### src/rtl/srfan_pkg.sv
// Package: shared constants for the shift-register fan-out interleaver.
// Assumes external registers with exactly eight stages.
package srfan_pkg;
    localparam int SR_STAGES = 8;
    localparam int SLOT_W    = 3;
    typedef logic [SLOT_W-1:0] slot_t;
    localparam slot_t LAST_SLOT = slot_t'(SR_STAGES - 1);
endpackage

### src/rtl/srfan_word_timer.sv
// Module: srfan_word_timer
// Produces a one-cycle tick every PERIOD clocks, which sets the output word rate.
// Assumes PERIOD >= 1. With PERIOD = 1 the tick is high on every cycle.
module srfan_word_timer #(
    parameter int PERIOD = 2
) (
    input  logic clk,
    input  logic rst_n,
    output logic tick
);
    localparam int CW = (PERIOD > 1) ? $clog2(PERIOD) : 1;
    localparam logic [CW-1:0] TOP = CW'(PERIOD - 1);

    logic [CW-1:0] cnt;

    // Count cycles within one word period and wrap at the end of the period.
    always_ff @(posedge clk) begin
        if (!rst_n)          cnt <= '0;
        else if (cnt == TOP) cnt <= '0;
        else                 cnt <= cnt + 1'b1;
    end

    assign tick = (cnt == TOP);

    generate
        if (PERIOD > 1) begin : g_gap_chk
            AST_TICK_GAP: assert property (@(posedge clk) disable iff (!rst_n)
                tick |=> !tick);
        end
    endgenerate
endmodule

### src/rtl/srfan_group_seq.sv
// Module: srfan_group_seq
// Accepts strip bit sets into a one-entry holding buffer and steps an
// eight-slot group over the current set once per word tick.
// Assumes that tick marks a word boundary. A new group starts only at
// a tick after slot 7, or at a tick while idle.
module srfan_group_seq
    import srfan_pkg::*;
#(
    parameter int NSTRIP = 56
) (
    input  logic              clk,
    input  logic              rst_n,
    input  logic              tick,
    input  logic              in_valid,
    input  logic [NSTRIP-1:0] in_bits,
    output logic              in_ready,
    output logic              active,
    output slot_t             slot,
    output logic [NSTRIP-1:0] cur_bits,
    output logic              word_start
);
    logic              pend_full;
    logic [NSTRIP-1:0] pend_bits;
    logic              accept;

    assign in_ready = !pend_full;
    assign accept   = in_valid && !pend_full;

    // Hold one set waiting and step the group state on each word tick.
    always_ff @(posedge clk) begin
        if (!rst_n) begin
            pend_full  <= 1'b0;
            pend_bits  <= '0;
            cur_bits   <= '0;
            active     <= 1'b0;
            slot       <= '0;
            word_start <= 1'b0;
        end else begin
            word_start <= 1'b0;
            if (accept) begin
                pend_bits <= in_bits;
                pend_full <= 1'b1;
            end
            if (tick) begin
                if (active && slot != LAST_SLOT) begin
                    slot       <= slot + 1'b1;
                    word_start <= 1'b1;
                end else if (pend_full) begin
                    cur_bits   <= pend_bits;
                    slot       <= '0;
                    active     <= 1'b1;
                    pend_full  <= 1'b0;
                    word_start <= 1'b1;
                end else begin
                    active <= 1'b0;
                    slot   <= '0;
                end
            end
        end
    end

    AST_SLOT_STEP: assert property (@(posedge clk) disable iff (!rst_n)
        tick && active && slot != LAST_SLOT |=> active && slot == $past(slot) + 1'b1);
    AST_ACCEPT_FILLS: assert property (@(posedge clk) disable iff (!rst_n)
        in_valid && in_ready |=> !in_ready);
    AST_PEND_KEPT: assert property (@(posedge clk) disable iff (!rst_n)
        !in_ready && !tick |=> !in_ready);
endmodule

### src/rtl/srfan_word_mux.sv
// Module: srfan_word_mux
// Registers the parallel word for the current slot. Bit 0 is the latch,
// bit L+1 carries stage (7 - slot) of data line L, and any bits above are zero.
// Assumes that slot and active are stable for a whole word period.
module srfan_word_mux
    import srfan_pkg::*;
#(
    parameter int WORD_W = 8,
    parameter int LINES  = 7
) (
    input  logic                       clk,
    input  logic                       rst_n,
    input  logic                       active,
    input  slot_t                      slot,
    input  logic [LINES*SR_STAGES-1:0] cur_bits,
    input  logic                       word_start,
    output logic [WORD_W-1:0]          word_out,
    output logic                       shift_en,
    output logic                       frame_start
);
    logic [WORD_W-1:0] nxt_word;
    slot_t             stage_sel;

    assign stage_sel = LAST_SLOT - slot;

    generate
        for (genvar ln = 0; ln < LINES; ln++) begin : g_line
            logic [SR_STAGES-1:0] grp;
            assign grp             = cur_bits[ln*SR_STAGES +: SR_STAGES];
            assign nxt_word[ln+1]  = active && grp[stage_sel];
        end
        if (LINES < WORD_W - 1) begin : g_pad
            assign nxt_word[WORD_W-1:LINES+1] = '0;
        end
    endgenerate

    assign nxt_word[0] = active && (slot == '0);

    // Register the word and its strobes so that they change on the same edge.
    always_ff @(posedge clk) begin
        if (!rst_n) begin
            word_out    <= '0;
            shift_en    <= 1'b0;
            frame_start <= 1'b0;
        end else begin
            word_out    <= nxt_word;
            shift_en    <= word_start;
            frame_start <= word_start && active && (slot == '0);
        end
    end

    AST_FRAME_LATCH: assert property (@(posedge clk) disable iff (!rst_n)
        frame_start |-> word_out[0] && shift_en);
    AST_LATCH_RISE: assert property (@(posedge clk) disable iff (!rst_n)
        $rose(word_out[0]) |-> frame_start);
endmodule

### src/rtl/srfan_interleaver.sv
// Module: srfan_interleaver (top)
// Merges per-strip bit sets into groups of eight parallel words, one word per
// external register stage, with the storage latch in word bit 0.
// Assumes LINES <= WORD_W - 1 and WORD_PERIOD >= 1.
module srfan_interleaver
    import srfan_pkg::*;
#(
    parameter int WORD_W      = 8,
    parameter int LINES       = WORD_W - 1,
    parameter int WORD_PERIOD = 2
) (
    input  logic                       clk,
    input  logic                       rst_n,
    input  logic                       in_valid,
    output logic                       in_ready,
    input  logic [LINES*SR_STAGES-1:0] in_bits,
    output logic [WORD_W-1:0]          word_out,
    output logic                       shift_en,
    output logic                       frame_start
);
    localparam int NSTRIP = LINES * SR_STAGES;

    logic              tick;
    logic              active;
    slot_t             slot;
    logic [NSTRIP-1:0] cur_bits;
    logic              word_start;

    srfan_word_timer #(.PERIOD(WORD_PERIOD)) u_timer (
        .clk   (clk),
        .rst_n (rst_n),
        .tick  (tick)
    );

    srfan_group_seq #(.NSTRIP(NSTRIP)) u_seq (
        .clk        (clk),
        .rst_n      (rst_n),
        .tick       (tick),
        .in_valid   (in_valid),
        .in_bits    (in_bits),
        .in_ready   (in_ready),
        .active     (active),
        .slot       (slot),
        .cur_bits   (cur_bits),
        .word_start (word_start)
    );

    srfan_word_mux #(.WORD_W(WORD_W), .LINES(LINES)) u_mux (
        .clk         (clk),
        .rst_n       (rst_n),
        .active      (active),
        .slot        (slot),
        .cur_bits    (cur_bits),
        .word_start  (word_start),
        .word_out    (word_out),
        .shift_en    (shift_en),
        .frame_start (frame_start)
    );

    generate
        if (LINES < WORD_W - 1) begin : g_pad_chk
            AST_UNUSED_ZERO: assert property (@(posedge clk) disable iff (!rst_n)
                word_out[WORD_W-1:LINES+1] == '0);
        end
    endgenerate

    AST_IDLE_NO_LATCH: assert property (@(posedge clk) disable iff (!rst_n)
        !shift_en |-> !frame_start);
endmodule

### config.mk
export PLATFORM = sky130hd
export DESIGN_NAME = srfan_interleaver
export DESIGN_NICKNAME = d
export VERILOG_FILES = /design/src/rtl/srfan_pkg.sv /design/src/rtl/srfan_word_timer.sv /design/src/rtl/srfan_group_seq.sv /design/src/rtl/srfan_word_mux.sv /design/src/rtl/srfan_interleaver.sv
export SDC_FILE = /design/constraint.sdc
export NUM_CORES = 1
export LEC_CHECK = 0
export BUFFER_PORTS_ARGS = -buffer_cell sky130_fd_sc_hd__buf_2
export CORE_MARGIN = 4
export CORE_UTILIZATION = 35
export DETAILED_ROUTE_END_ITERATION = 7
export PLACE_DENSITY = 0.57
export SLEW_MARGIN = 20
export SYNTH_ARGS = -nofsm -noshare
export SYNTH_HDL_FRONTEND = slang
export SYNTH_HIERARCHICAL = 1
export SYNTH_SLANG_ARGS = --single-unit
### constraint.sdc
create_clock -name clk -period 1.75 [get_ports clk]
set_input_delay 0.2625 -clock clk [delete_from_list [all_inputs] [get_ports clk]]
set_output_delay 0.2625 -clock clk [all_outputs]
set_load 0.01 [all_outputs]
==> results.py <==
metrics = {
    "sta": {
        "slew_viol_final": 0,
        "fin_setup_tns_ps": 0,
        "tightest_slew_ps": 555.0,
        "period_share": 0.9125,
        "rsz0062_at_grt": "false",
        "setup-violations-final": 0,
        "clock_skew_ps": 6.558,
        "fin_ws_ps": 153.1,
        "relSlewSlack": 0.6300,
        "fmax_mhz": 626.2,
        "finalCriticalPeriod_ps": 1597,
        "final_hold_viol_count": 0,
    },
    "detailed_routing": {
        "firstDrtPassIters": 4,
        "drc": 0,
        "wl_per_cell_um": 13.20,
        "num_vias": 3968,
        "ant_nets": 0,
        "post_drt_via_cell_ratio": 4.679,
        "drt-initial-drc-count": 257,
        "wirelength_um": 11190,
    },
    "setup_path": {
        "crit_path_max_fanout": 35,
        "startpoint": "u_seq/slot[1]",
        "endpoint_kind": "flip-flop",
        "crit_chain": "ha_1 > ha_1 > nor2b_4 > nor2_4 > buf_12 > mux2i_1",
        "worstPathArrival_ps": 1920,
        "cp_slowest_stage_delay_ps": 370,
        "crit_buf_inv": 1,
        "crit_type": "reg -> reg",
        "crit_required_ps": 2070,
        "r2r_start": "u_seq/slot[1]",
        "cp_top_family": "adder cells",
        "path_common_cell": "ha_1",
        "crit_slowest_cell": "dfxtp_1",
        "critPathLaunchType": "flip-flop",
    },
    "floorplan": {
        "start_util": 0.3560,
        "dieArea_um2": 17520,
        "rows": 45,
        "core_area_um2": 15200,
        "fp.dieH_um": 132.3,
        "die_w_um": 132.3,
        "ioPinCount": 70,
    },
    "clock_network": {
        "clk_path_buf_depth": 2,
        "cts_max_level": 4,
        "cts_hold_buf": 0,
        "cts_tree": "done",
        "path_clk_slew_ps": 50,
        "cts_buffers": 17,
        "clkSinkCount": 129,
        "clk_latency_ps": 410,
        "cts_resized": 0,
        "clock-root-buffer": "clkbuf_16",
        "post-cts-setup-buffers": 0,
    },
    "cells_and_area": {
        "fillerInstances": 1511,
        "final_common_cell": "nand2_1",
        "nets": 708,
        "multi_input_area_um2": 2545,
        "seqCellArea_um2": 2582,
        "antennaDiodeCount": 0,
        "final_cells": 848,
        "syn_to_final_growth_pct": 19.82,
        "final_cell_mix": "228 x nand2_1, 129 x dfxtp_1, 75 x mux2i_1",
        "layout-drive-gt1-share": 0.1894,
    },
    "yosys": {
        "syn_inst": 593,
        "ys.flop_type": "dfxtp_1",
        "yosysUniqueCellTypes": 35,
        "ys_ff_latch": 129,
        "seq_area_frac_synth": 0.4772,
        "synth-edff-count": 0,
        "ys_warn_count": 6,
        "synth.avg_cell_area_um2": 9.126,
        "netlist_area_um2": 5411,
        "ys_async_sr_fraction": 0,
        "syn-num-nets": 654,
    },
    "grt": {
        "grt-ovfl-total": 0,
        "grt_pass1_wl_um": 19230,
        "antenna_found_initial": 0,
        "grt_pass1_vias": 4118,
        "grt_usage": 0.1331,
        "grt_max_degree": 65,
    },
    "min_path": {
        "hold_path_class": "in -> reg",
        "min_from": "in_bits[16]",
    },
    "place": {
        "hpwl_um": 7406,
        "gp_congestion": 0.7574,
        "io_buffer_count": 69,
        "dp_cells": 816,
        "place_ws_ps": 181.5,
    },
    "power": {
        "p_per_area_nw_per_um2": 1118,
        "peakVddDrop_mv": 0.7876,
        "leakage_nw": 2.393,
        "p_total_mw": 7.246,
    },
    "flow_run": {
        "drv_cap": 0,
    },
    "run_status": {
        "status": "finished, final reports clean",
    },
}
[worst reg2reg max path: stages, from the launching register on]
cell and delay [ps]:
dfxtp_1 370, ha_1 180, ha_1 210, nor2b_4 80, nor2_4 160, buf_12 260
mux2i_1 270
[layout make-up]
class | count | area share
clock buffers | 23 | 0.07372
clock inverters | 9 | 0.02374
inverters | 1 | 0.0005789
multi-input cells | 419 | 0.3925
flip-flops and latches | 129 | 0.3983
well taps | 188 | 0.03628
repair buffers | 79 | 0.07487
[Yosys cell counts (4+ instances only)]
master / instances / area, um^2
nand2_1: 228 / 855.8
clkbuf_1: 15 / 56.30
buf_6: 10 / 112.6
a21oi_1: 4 / 20.02
nor2b_1: 6 / 37.54
nand2b_1: 5 / 31.28
mux2i_1: 75 / 750.7
buf_4: 7 / 52.55
buf_2: 10 / 50.05
dfxtp_1: 129 / 2582
o32a_1: 4 / 40.04
mux2_2: 6 / 67.56
o22a_1: 4 / 35.03
a21boi_0: 59 / 442.9
[kinds of logic after synthesis]
kind of cell / Yosys count / synth area share
AND/OR/NAND/NOR: 253 / 0.1942
flip-flops: 129 / 0.4772
AO/OA/AOI/OAI: 83 / 0.1184
multiplexers: 81 / 0.1512
buffers and inverters: 45 / 0.05433
adder cells (fa/ha/maj): 2 / 0.004624
[state kept, by name (all words and copies together), names as in the netlist]
register / count
u_mux/frame_start: 1
u_seq/active: 1
u_mux/word_out: 8
u_seq/pend_bits: 56
u_seq/slot: 3
u_seq/pend_full: 1
u_mux/shift_en: 1
u_seq/word_start: 1
u_seq/cur_bits: 56
u_timer/tick: 1
[metal layers]
metal,up-vias,GRT usage,wire length [um],share of wire
li1,2070,-,-,-
met1,1825,0.1680,5508,0.49
met2,58,0.2119,5063,0.45
met3,15,0.03931,405,0.036
met4,0,0.05716,216,0.019
met5,-,0,0,0
[final timing paths]
path,slack [ps],cells past startpoint,end
min,100,3,u_seq/pend_bits[16]
max reg2reg,150,6,u_seq/cur_bits[8]
min reg2reg,450,2,u_seq/cur_bits[15]
max,150,6,u_seq/cur_bits[8]
[power breakdown]
| group | switching (mW) | internal (mW) | leakage [nW] | total (mW) |
|---|---|---|---|---|
| logic | 0.244 | 0.194 | 1.04 | 0.438 |
| clock network | 1.22 | 2.49 | 0.303 | 3.71 |
| registers | 0.0578 | 3.04 | 1.05 | 3.10 |
| total | 1.52 | 5.73 | 2.39 | 7.25 |
[metrics by stage]
| step | instance area (um^2) | utilization | hold WS [ps] |
|---|---|---|---|
| finish | 6484 | 0.4265 | 99.16 |
| floorplan | 5411 | - | 389.8 |
| global placement | 5852 | 0.3849 | 435.0 |
| global route | 6484 | 0.4265 | 96.55 |
| CTS | 6484 | 0.4265 | 85.85 |
| detailed placement | 5852 | 0.3849 | 445.4 |
Note: power is estimated with default switching activity, not from simulation.
